**config.mk**
```make
export PLATFORM = sky130hd
export DESIGN_NAME = bp_hint_predictor
export DESIGN_NICKNAME = d
export VERILOG_FILES = /design/src/rtl/bp_pkg.sv /design/src/rtl/bp_hint_decode.sv /design/src/rtl/bp_ctr_table.sv /design/src/rtl/bp_train.sv /design/src/rtl/bp_hint_predictor.sv
export SDC_FILE = /design/constraint.sdc
export NUM_CORES = 1
export LEC_CHECK = 0
export BUFFER_PORTS_ARGS = -buffer_cell sky130_fd_sc_hd__buf_2
export CORE_MARGIN = 2
export CORE_UTILIZATION = 48
export DETAILED_ROUTE_END_ITERATION = 12
export PLACE_DENSITY_LB_ADDON = 0.12
export SYNTH_ARGS = -nofsm -noshare
export SYNTH_HDL_FRONTEND = slang
export SYNTH_SLANG_ARGS = --single-unit
export TNS_END_PERCENT = 5
```
**constraint.sdc**
```tcl
create_clock -name clk -period 14.8 [get_ports clk]
set_input_delay 2.96 -clock clk [delete_from_list [all_inputs] [get_ports clk]]
set_output_delay 2.96 -clock clk [all_outputs]
set_load 0.05 [all_outputs]
```
**src/rtl/bp_pkg.sv**
```systemverilog
package bp_pkg;

    localparam int CTR_W = 2;

    typedef logic [CTR_W-1:0] ctr_t;

    localparam ctr_t CTR_MIN     = ctr_t'(0);
    localparam ctr_t CTR_MAX     = ctr_t'((1 << CTR_W) - 1);
    localparam ctr_t CTR_WEAK_T  = ctr_t'(1 << (CTR_W - 1));
    localparam ctr_t CTR_WEAK_NT = ctr_t'((1 << (CTR_W - 1)) - 1);

    // bit 1: source (0 fixed, 1 table); bit 0: direction (0 taken, 1 not taken)
    typedef enum logic [1:0] {
        HINT_FIX_T  = 2'b00,
        HINT_FIX_NT = 2'b01,
        HINT_DYN_T  = 2'b10,
        HINT_DYN_NT = 2'b11
    } hint_e;

    typedef struct packed {
        logic dyn;
        logic dir;
    } hint_info_t;

    typedef struct packed {
        logic vld;
        ctr_t cnt;
    } entry_t;

    function automatic ctr_t ctr_step(input ctr_t cur, input logic taken);
        ctr_t nxt;
        if (taken) begin
            nxt = (cur == CTR_MAX) ? cur : cur + ctr_t'(1);
        end else begin
            nxt = (cur == CTR_MIN) ? cur : cur - ctr_t'(1);
        end
        return nxt;
    endfunction

    function automatic ctr_t ctr_seed(input logic taken);
        return taken ? CTR_WEAK_T : CTR_WEAK_NT;
    endfunction

    function automatic logic ctr_says_taken(input ctr_t cur);
        return cur[CTR_W-1];
    endfunction

endpackage

```
**src/rtl/bp_hint_decode.sv**
```systemverilog
module bp_hint_decode
    import bp_pkg::*;
(
    input  logic [1:0] hint,
    output hint_info_t info
);
    hint_e h;

    always_comb begin
        h = hint_e'(hint);
        unique case (h)
            HINT_FIX_T:  info = '{dyn: 1'b0, dir: 1'b1};
            HINT_FIX_NT: info = '{dyn: 1'b0, dir: 1'b0};
            HINT_DYN_T:  info = '{dyn: 1'b1, dir: 1'b1};
            HINT_DYN_NT: info = '{dyn: 1'b1, dir: 1'b0};
            default:     info = '{dyn: 1'b0, dir: 1'b0};
        endcase
    end
endmodule

```
**src/rtl/bp_ctr_table.sv**
```systemverilog
module bp_ctr_table
    import bp_pkg::*;
#(
    parameter int IDX_W = 8,
    parameter int NRD   = 2
) (
    input  logic             clk,
    input  logic             rst,
    input  logic [IDX_W-1:0] rd_idx [NRD],
    output entry_t           rd_ent [NRD],
    input  logic             wr_en,
    input  logic [IDX_W-1:0] wr_idx,
    input  ctr_t             wr_val
);
    localparam int DEPTH = 1 << IDX_W;

    ctr_t             cnt_q [DEPTH];
    logic [DEPTH-1:0] vld_q;

    always_ff @(posedge clk) begin
        if (rst) begin
            vld_q <= '0;
        end else if (wr_en) begin
            vld_q[wr_idx] <= 1'b1;
        end
    end

    always_ff @(posedge clk) begin
        if (!rst && wr_en) begin
            cnt_q[wr_idx] <= wr_val;
        end
    end

    for (genvar p = 0; p < NRD; p++) begin : g_rd
        always_comb begin
            rd_ent[p].vld = vld_q[rd_idx[p]];
            rd_ent[p].cnt = cnt_q[rd_idx[p]];
        end
    end


    first_write_weak_chk: assert property (@(posedge clk) disable iff (rst)
        (wr_en && !vld_q[wr_idx]) |-> (wr_val == CTR_WEAK_T || wr_val == CTR_WEAK_NT));


    step_by_one_chk: assert property (@(posedge clk) disable iff (rst)
        (wr_en && vld_q[wr_idx]) |->
            (wr_val == cnt_q[wr_idx] || wr_val == cnt_q[wr_idx] + ctr_t'(1)
             || wr_val == cnt_q[wr_idx] - ctr_t'(1)));


    write_lands_chk: assert property (@(posedge clk) disable iff (rst)
        wr_en |=> (vld_q[$past(wr_idx)] && cnt_q[$past(wr_idx)] == $past(wr_val)));


    reset_clears_chk: assert property (@(posedge clk)
        rst |=> (vld_q == '0));

endmodule

```
**src/rtl/bp_train.sv**
```systemverilog
module bp_train
    import bp_pkg::*;
(
    input  logic       up_en,
    input  hint_info_t up_info,
    input  logic       up_taken,
    input  entry_t     cur,
    output logic       wr_en,
    output ctr_t       wr_val
);
    always_comb begin
        wr_en  = up_en && up_info.dyn;
        wr_val = cur.vld ? ctr_step(cur.cnt, up_taken) : ctr_seed(up_taken);
    end
endmodule

```
**src/rtl/bp_hint_predictor.sv**
```systemverilog
module bp_hint_predictor
    import bp_pkg::*;
#(
    parameter int ADDR_W  = 32,
    parameter int IDX_W   = 8,
    parameter int IDX_LSB = 4
) (
    input  logic              clk,
    input  logic              rst,
    input  logic [ADDR_W-1:0] lk_addr,
    input  logic [1:0]        lk_hint,
    output logic              lk_taken,
    input  logic              up_en,
    input  logic [ADDR_W-1:0] up_addr,
    input  logic [1:0]        up_hint,
    input  logic              up_taken
);
    localparam int PORT_LK = 0;
    localparam int PORT_UP = 1;
    localparam int NRD     = 2;

    hint_info_t       lk_info;
    hint_info_t       up_info;
    logic [IDX_W-1:0] rd_idx [NRD];
    entry_t           rd_ent [NRD];
    logic             wr_en;
    ctr_t             wr_val;

    bp_hint_decode u_lk_dec (.hint(lk_hint), .info(lk_info));
    bp_hint_decode u_up_dec (.hint(up_hint), .info(up_info));

    always_comb begin
        rd_idx[PORT_LK] = lk_addr[IDX_LSB +: IDX_W];
        rd_idx[PORT_UP] = up_addr[IDX_LSB +: IDX_W];
    end

    bp_ctr_table #(.IDX_W(IDX_W), .NRD(NRD)) u_tbl (
        .clk    (clk),
        .rst    (rst),
        .rd_idx (rd_idx),
        .rd_ent (rd_ent),
        .wr_en  (wr_en),
        .wr_idx (rd_idx[PORT_UP]),
        .wr_val (wr_val)
    );

    bp_train u_train (
        .up_en    (up_en),
        .up_info  (up_info),
        .up_taken (up_taken),
        .cur      (rd_ent[PORT_UP]),
        .wr_en    (wr_en),
        .wr_val   (wr_val)
    );

    always_comb begin
        if (lk_info.dyn && rd_ent[PORT_LK].vld) begin
            lk_taken = ctr_says_taken(rd_ent[PORT_LK].cnt);
        end else begin
            lk_taken = lk_info.dir;
        end
    end


    static_no_write_chk: assert property (@(posedge clk) disable iff (rst)
        (up_en && !up_hint[1]) |-> !wr_en);


    idle_no_write_chk: assert property (@(posedge clk) disable iff (rst)
        !up_en |-> !wr_en);


    static_pred_chk: assert property (@(posedge clk) disable iff (rst)
        !lk_hint[1] |-> (lk_taken == !lk_hint[0]));

endmodule

```
After elaboration in Yosys (flattened, before gate mapping)
Memory sizes are Yosys's and may differ from the RTL's.
Index checks and enable logic that the tools add are counted.
{ "totals": {"reg_bits": 256, "mem_bits_rw": 512, "in_bits": 72, "out_inout_bits": 1, "word_cells": 39, "n_memories": 1} }
{ "op_classes": {"addsub": 2, "order_cmp": 3, "n_eq_ne": 7, "n_mux": 16, "bitwise": 1, "reduce_logical": 8} }
{ "memory_table": {"columns": ["memory", "words", "word_bits", "rd", "rd_clocked_by_memory_dff", "wr", "line_no", "text"], "rows": [
  ["u_tbl.cnt_q", 256, 2, 2, 0, 1, "bp_ctr_table.sv:17", "ctr_t cnt_q [DEPTH];"]
]} }
{ "ops": {"columns": ["cell", "count"], "rows": [
  ["$or 256x256->256", 1],
  ["$lt 8x9->1 const B", 2],
  ["$bmux 1 s8", 2],
  ["$pmux 2 s4", 2],
  ["$eq 2x2->1 const B", 5],
  ["$mux 2", 5],
  ["$demux 1 s8", 1],
  ["$ge 8x1->1 const B", 1],
  ["$logic_not 2->1", 3],
  ["$mux 1", 6],
  ["$eq 2x1->1 const B", 2],
  ["$logic_and 1x1->1", 4],
  ["$add 2x1->2 const B", 1],
  ["$sub 2x1->2 const B", 1],
  ["$logic_not 1->1", 1]
]} }

Logic depth before layout (Yosys ltp)
Gate-level depths: netlist (run 1).
{ "depth": {"word_depth": 6, "mapped_depth": 15, "ltp_nobuf": 8} }

Hierarchy
From an unflattened synthesis (run 1), not the netlist that was laid out.
{ "hier_totals": {"cells_unflattened": 2697, "hier_area_um2": 37448.4} }
{ "modules_own_cells": {"columns": ["module", "n_inst", "cells_per_inst", "area_per_inst_um2", "seq_area_each_um2"], "rows": [
  ["bp_ctr_table", 1, 2682, 37360.8, 20499.7],
  ["bp_train", 1, 9, 53.8, 0.0],
  ["bp_hint_predictor", 1, 2, 18.8, 0.0],
  ["bp_hint_decode", 2, 2, 7.5, 0.0]
]} }

Least setup slack after synthesis (run 1)
Ideal clock, no wire load.
{ "synth_path": {"path_type": "input to register", "from": "input up_addr[4]", "to": "memory u_tbl.cnt_q[0][0] (netlist name) (data pin)", "setup_time_ps": 1638, "arrival_ps": 11877, "required_time_ps": 13162, "slack_ps": 1285, "path_stages": 9, "n_path_buf": 2, "path_cell_list": "buf_6 > buf_12 > mux4_2 > mux4_2 > nor2b_4 > a2111oi_4 > and4_1 > o311ai_1 > a22oi_1"} }
{ "synth_via": {"elab_chain_len": 5, "word_cells_on_any_way": 11, "classes_between": "2 x add/sub; 1 x eq/ne; 6 x mux; 1 x reduce/logical; 1 x memory"} }
{ "synth_rtl": {"columns": ["element", "line_no", "text"], "rows": [
  ["start, declared", "bp_hint_predictor.sv:14", "input logic [ADDR_W-1:0] up_addr,"],
  ["$mem_v2 256x2", null, null],
  ["$sub 2x1->2 (tied with other cells)", "bp_pkg.sv:35", "nxt = (cur == CTR_MIN) ? cur : cur - ctr_t'(1);"],
  ["$mux 2, on equally long branches", "bp_pkg.sv:35, bp_pkg.sv:33", null],
  ["$mux 2", "bp_pkg.sv:32", "if (taken) begin"],
  ["$mux 2 (*)", "bp_train.sv:13", "wr_val = cur.vld ? ctr_step(cur.cnt, up_taken) : ctr_seed(up_taken);"],
  ["via u_tbl.wr_val[0]", "bp_ctr_table.sv:13", "input ctr_t wr_val"],
  ["end, declared", "bp_ctr_table.sv:17", null]
]} }
The timed path passes the listed nets; every way through them passes the cells marked *. The select of a mux whose other input is x is not followed.

Worst setup path after layout (run 1)
{ "layout_path": {"from": "input lk_addr[5]", "to": "output lk_taken"} }
{ "layout_via": {"elab_chain_len": 4, "word_cells_on_any_way": 5, "classes_between": "3 x mux; 1 x reduce/logical; 1 x memory"} }
{ "layout_rtl": {"columns": ["element", "line_no", "text"], "rows": [
  ["start, declared", "bp_hint_predictor.sv:10", "input logic [ADDR_W-1:0] lk_addr,"],
  ["$bmux 1 s8", "bp_ctr_table.sv:36", "rd_ent[p].vld = vld_q[rd_idx[p]];"],
  ["$mux 1 (implied by the code)", "bp_ctr_table.sv:36", null],
  ["$logic_and 1x1->1", "bp_hint_predictor.sv:57", "if (lk_info.dyn && rd_ent[PORT_LK].vld) begin"],
  ["$mux 1 (*)", "bp_hint_predictor.sv:57", null],
  ["end, declared", "bp_hint_predictor.sv:12", "output logic lk_taken,"]
]} }
Mark *: on every way between the ends. The rest lies on a longest branch, timed or not. The select of a mux whose other input is x is not followed.

==> results.sh, run 1 <==
export IMPL_num_rows=99
export IMPL_synth_async_reset_ratio=0
export IMPL_setup_violations=0
export IMPL_synth_top_cell_area_share=0.432
export IMPL_ys_top_cells_by_area="edfxtp_1, mux4_2, dfxtp_1"
export IMPL_cts_resized_gates=0
export IMPL_antenna_cells_inserted=0
export IMPL_pwr_share_comb=0.073
export IMPL_io_pins=73
export IMPL_hold_class="flip-flop to flip-flop"
export IMPL_num_vias=23353
export IMPL_rsz0062_at_grt="false"
export IMPL_path_clk_slew_ns=0.06
export IMPL_grt_max_degree=217
export IMPL_synthesis_instances=2622
export IMPL_dpl_cell_count=3412
export IMPL_critPathRequiredTime_ns=11.84
export IMPL_fin_area_um2=39000
export IMPL_hold_start="u_tbl.vld_q[202]"
export IMPL_drv_slew=0
export IMPL_tritoncts="yes"
export IMPL_fmax_ghz=0.101
export IMPL_critPathKind="primary input to output pin"
export IMPL_internal_power_mw=3.68
export IMPL_yosys_register_bits=768
export IMPL_fin_skew_ns=0.0230
export IMPL_ys_types=67
export IMPL_cp_cell_sequence="buf_4, nand2b_1, o221ai_1, o22ai_1, nor3_1, a211oi_1, o21ai_0, a21oi_1, mux2i_1, buf_2"
export IMPL_power_density_nw_per_um2=123
export IMPL_finalSetupTns_ns=0
export IMPL_cts_max_path_buffers=3
export IMPL_clkSinkCount=768
export IMPL_routed_wl_um=107000
export IMPL_hold_viol=0
export IMPL_gp_congestion=0.825
export IMPL_grt_pass1_vias=23392
export IMPL_cts_root_buf="clkbuf_16"
export IMPL_h_tree_depth=3
export IMPL_post_cts_buffers=0
export IMPL_die_area_um2=76300
export IMPL_area_growth_pct=9.67
export IMPL_synthTopCellsByCount="edfxtp_1, nor2_1, o22ai_1"
export IMPL_grt_use_total=0.279
export IMPL_initial_core_util=0.486
export IMPL_power_frac_seq=0.488
export IMPL_drive_gt1_frac=0.203
export IMPL_p_sw_mw=1.10
export IMPL_yosys_area_top_type="edfxtp_1"
export IMPL_power_leakage_nw=12.1
export IMPL_synth_warnings=0
export IMPL_synth_most_common_cell="edfxtp_1"
export IMPL_switching_share=0.230
export IMPL_dpl_instance_area_um2=36300
export IMPL_utilization=0.533
export IMPL_drt_initial_drc_count=2666
export IMPL_synth_edf_count=512
export IMPL_maxCapViolations=0
export IMPL_postCtsHoldBufs=0
export IMPL_viasPerCell=6.56
export IMPL_crit_buf_inv=2
export IMPL_fin_crit_ns=9.91
export IMPL_critPathMaxStageDelay_ns=0.92
export IMPL_grt_ovfl_total=0
export IMPL_core_area_um2=73200
export IMPL_ys_seq_area_frac=0.576
export IMPL_syn_cell_area_um2=35600
export IMPL_critPathArrivalTime_ns=6.95
export IMPL_max_vdd_ir_drop_v=0.0000876
export IMPL_worstReg2RegStart="u_tbl.cnt_q[51][0]"
export IMPL_crit_family="compound AO/OA/AOI/OAI gates"
export IMPL_crit_fanout=33
export IMPL_totalPowerFinal_mw=4.79
export IMPL_numCtsBuffers=83
export IMPL_wl_per_cell_um=30.1
export IMPL_slowest_stage="nand2b_1"
export IMPL_nets=2610
export IMPL_synth_area_per_cell_um2=13.6
export IMPL_period_share=0.670
export IMPL_antenna_found_initial=2
export IMPL_antenna_left=0
export IMPL_relSlewSlack=0.245
export IMPL_synthFlopType="edfxtp_1"
export IMPL_hpwl_um=62800
export IMPL_timing_critical_path_from="lk_addr[5]"
export IMPL_die_y_um=276
export IMPL_drc_errors=0
export IMPL_port_buffers=23
export IMPL_drtPass1Iterations=6
export IMPL_clkLatencyLatePin_ns=0.64
export IMPL_worst_pin_slew_ns=1.12
export IMPL_layout_cells_non_filler=3561
export IMPL_grt_first_pass_wirelength_um=157000
export IMPL_die_w_um=276
export IMPL_status="finished clean"
export IMPL_synth_nets=2694
export IMPL_clock_power_share=0.439
export IMPL_endpoint_kind="output pin"
export IMPL_startpoint_type="primary input"
through the flow:
| step | hold slack, ns | worst slack, ns |
|---|---|---|
| floorplan | 0.459 | 1.28 |
| detailed placement | 0.472 | 5.00 |
| finish | 0.483 | 4.89 |
| global route | 0.501 | 4.77 |
| global placement | 0.465 | 4.94 |
| CTS | 0.481 | 4.97 |
routing by layer:
| metal | track usage | vias up | wire [um] |
|---|---|---|---|
| met2 | 0.448 | 1123 | 50600 |
| met4 | 0.0894 | 2 | 2910 |
| met1 | 0.392 | 12128 | 44900 |
| met3 | 0.0466 | 180 | 8850 |
| met5 | 0 | - | 10 |
| li1 | - | 9920 | - |
worst min-delay path: cells and delay by family (launching register included):
family	cells	cell delay [ns]
compound gates	1	0.07
flops	1	0.31
buf+inv	1	0.05
power by group through the flow:
| stage | Sequential, mW | Combinational [mW] | Clock (mW) |
|---|---|---|---|
| final | 2.34 | 0.351 | 2.10 |
| after global routing | 2.34 | 0.370 | 2.21 |
| after CTS | 2.34 | 0.350 | 2.13 |
| after detailed placement | 2.38 | 0.349 | 0 |
| after global placement | 2.38 | 0.345 | 0 |
| after floorplan | 2.41 | 0.225 | 0 |
cell usage in the layout (no fill, tap or decap), types with 4 or more instances in the layout:
cell,netlist,layout
nor4_1,8,8
nor2_1,292,291
clkbuf_16,0,85
o211ai_1,9,9
inv_1,264,263
a22oi_1,38,36
buf_2,35,18
dfxtp_1,256,256
nand4_1,17,17
mux2_2,4,4
nor3_1,24,24
nand3_1,26,22
o2111ai_1,9,9
o221ai_1,17,17
mux2i_1,135,135
nand3b_1,4,4
clkinv_2,0,12
o22ai_1,286,286
clkbuf_1,170,15
nand4bb_2,0,5
nand2_1,55,47
clkbuf_8,0,14
nand4b_1,4,4
a211oi_1,13,13
a31oi_1,8,8
o21ai_0,18,18
buf_4,15,61
nor2b_1,11,9
nand2_2,0,8
a21oi_1,13,13
edfxtp_1,512,512
mux4_2,282,282
bufinv_16,0,7
clkinv_1,0,8
nand2b_1,5,5
kinds of logic (layout without fill, tap and decap cells):
| logic type | count (synthesis) | after routing | share of synthesized area |
|---|---|---|---|
| mux | 422 | 422 | 0.218 |
| compound gates | 440 | 440 | 0.0824 |
| buf+inv | 520 | 500 | 0.0636 |
| simple gates | 472 | 472 | 0.0595 |
| flops | 768 | 768 | 0.576 |
layout make-up:
cell class / instances / area [um^2]
clock buffer: 114 / 2380
clock inverter: 35 / 383
fill: 6007 / 34200
inverter: 265 / 995
multi-input combinational: 1334 / 12900
sequential: 768 / 20500
tap: 959 / 1200
timing repair buffer: 86 / 661
final timing paths:
check	slack, ns	depth (start not counted)	end
worst min-delay path	0.48	2	u_tbl.vld_q[202]
worst min register to register	0.48	2	u_tbl.vld_q[202]
worst max register to register	9.87	8	u_tbl.cnt_q[19][0]
worst max-delay path	4.89	10	lk_taken
registers in the layout, summed over array words and instances (netlist names):
name and flops:
u_tbl.cnt_q 512, u_tbl.vld_q 256
(Power assumes the default switching activity.)
==> run 2: changes to the inputs <==
==> constraint.sdc (replaced) <==
create_clock -name clk -period 8.1 [get_ports clk]
set_input_delay 1.62 -clock clk [delete_from_list [all_inputs] [get_ports clk]]
set_output_delay 1.62 -clock clk [all_outputs]
set_load 0.05 [all_outputs]
==> results.sh, run 2 (synthesized netlist as in run 1, its figures left out) <==
export IMPL_hold_viol=0
export IMPL_antenna_left=0
export IMPL_critPathArrivalTime_ns=5.32
export IMPL_top_register="u_tbl.cnt_q"
export IMPL_endpoint_kind="output pin"
export IMPL_grt_use_total=0.286
export IMPL_cp_cell_sequence="buf_8, buf_4, mux4_2, o22ai_1, nor3_1, a211oi_1, o21ai_0, a21oi_1, mux2i_1, buf_2"
export IMPL_status="finished clean"
export IMPL_worst_pin_slew_ns=1.35
export IMPL_clkSinkCount=768
export IMPL_post_cts_buffers=0
export IMPL_port_buffers=23
export IMPL_fmax_ghz=0.144
export IMPL_numCtsBuffers=83
export IMPL_drc_errors=0
export IMPL_totalPowerFinal_mw=8.75
export IMPL_drive_gt1_frac=0.207
export IMPL_grt_max_degree=193
export IMPL_setup_ws_ns=1.16
export IMPL_slowest_stage="mux4_2"
export IMPL_core_area_um2=73200
export IMPL_die_area_um2=76300
export IMPL_drtPass1Iterations=5
export IMPL_crit_family="buffers and inverters"
export IMPL_tritoncts="yes"
export IMPL_wl_per_cell_um=30.6
export IMPL_grt_pass1_vias=23708
export IMPL_fin_area_um2=39200
export IMPL_final_common_cell="edfxtp_1"
export IMPL_setup_violations=0
export IMPL_dpl_instance_area_um2=36500
export IMPL_hold_class="flip-flop to flip-flop"
export IMPL_period_share=0.856
export IMPL_critPathRequiredTime_ns=6.48
export IMPL_path_clk_slew_ns=0.06
export IMPL_antenna_found_initial=3
export IMPL_critPathMaxStageDelay_ns=0.55
export IMPL_power_density_nw_per_um2=223
export IMPL_drv_slew=0
export IMPL_cts_root_buf="clkbuf_16"
export IMPL_fin_skew_ns=0.0192
export IMPL_h_tree_depth=3
export IMPL_die_w_um=276
export IMPL_nets=2624
export IMPL_gp_congestion=0.842
export IMPL_max_vdd_ir_drop_v=0.000152
export IMPL_area_growth_pct=10.2
export IMPL_viasPerCell=6.60
export IMPL_largest_reg_flops=512
export IMPL_fin_crit_ns=6.94
export IMPL_cts_resized_gates=0
export IMPL_mostFrequentLayoutCells="edfxtp_1, nor2_1, o22ai_1, mux4_2, inv_1"
export IMPL_drt_initial_drc_count=2692
export IMPL_io_pins=73
export IMPL_maxCapViolations=0
export IMPL_place_ws_ns=1.22
export IMPL_path_depth=10
export IMPL_num_rows=99
export IMPL_grt_ovfl_total=0
export IMPL_hpwl_um=66000
export IMPL_whs_path_depth=2
export IMPL_nFillCells=6014
export IMPL_num_vias=23642
export IMPL_grt_first_pass_wirelength_um=161000
export IMPL_critPathKind="primary input to output pin"
export IMPL_clkLatencyLatePin_ns=0.65
export IMPL_cts_max_path_buffers=3
export IMPL_startpoint_type="primary input"
export IMPL_r2r_cells=7
export IMPL_crit_buf_inv=3
export IMPL_relSlewSlack=0.0995
export IMPL_die_y_um=276
export IMPL_initial_core_util=0.486
export IMPL_power_leakage_nw=12.2
export IMPL_crit_fanout=59
export IMPL_routed_wl_um=110000
export IMPL_reg_top3="u_tbl.cnt_q (512), u_tbl.vld_q (256)"
export IMPL_rsz0062_at_grt="false"
export IMPL_postCtsHoldBufs=0
==> run 2: path summary, 6_finish.rpt <==
path / startpoint / slack, ns / to
worst min register to register: u_tbl.vld_q[43] / 0.48 / u_tbl.vld_q[43]
worst min-delay path: u_tbl.vld_q[43] / 0.48 / u_tbl.vld_q[43]
worst max register to register: u_tbl.cnt_q[52][0] / 4.21 / u_tbl.cnt_q[29][0]
worst max-delay path: lk_addr[4] / 1.16 / lk_taken
==> run 2: stage by stage <==
stage,hold WS (ns),cells,TNS [ns],util
after floorplan,0.459,2622,-204.14,-
after global placement,0.466,3426,0,0.498
after detailed placement,0.475,3426,0,0.498
after CTS,0.484,3576,0,0.535
after global routing,0.495,3576,0,0.535
final,0.483,3580,0,0.536
==> run 2: report_power, final <==
group,switching (mW),internal [mW]
combinational,0.458,0.198
sequential,0.00149,4.27
clock,1.61,2.22
total,2.06,6.68
==> run 2: final cells by class <==
cell class	instances	area, um^2	share of cell area
flip-flops and latches	768	20500	0.523
multi-input cells	1334	12900	0.329
clock buffers	114	2370	0.0604
well taps	959	1200	0.0306
inverters	265	995	0.0254
repair buffers	100	853	0.0218
clock inverters	36	365	0.00932
diodes	4	10.0	0.000255
==> run 2: metal layers <==
| layer | track usage | up-vias | part of all wire |
|---|---|---|---|
| li1 | - | 9948 | - |
| met1 | 0.402 | 12335 | 0.42 |
| met2 | 0.457 | 1160 | 0.47 |
| met3 | 0.0499 | 197 | 0.087 |
| met4 | 0.0905 | 2 | 0.027 |
| met5 | 0 | - | 0.00012 |
==> run 2: worst reg2reg max path: stages, from the launching register on <==
cell and delay (ns):
edfxtp_1 0.37, mux4_2 0.48, mux4_2 0.61, a2111oi_4 0.48, and4_1 0.39, o311ai_2 0.12, a22oi_2 0.24, buf_4 0.78
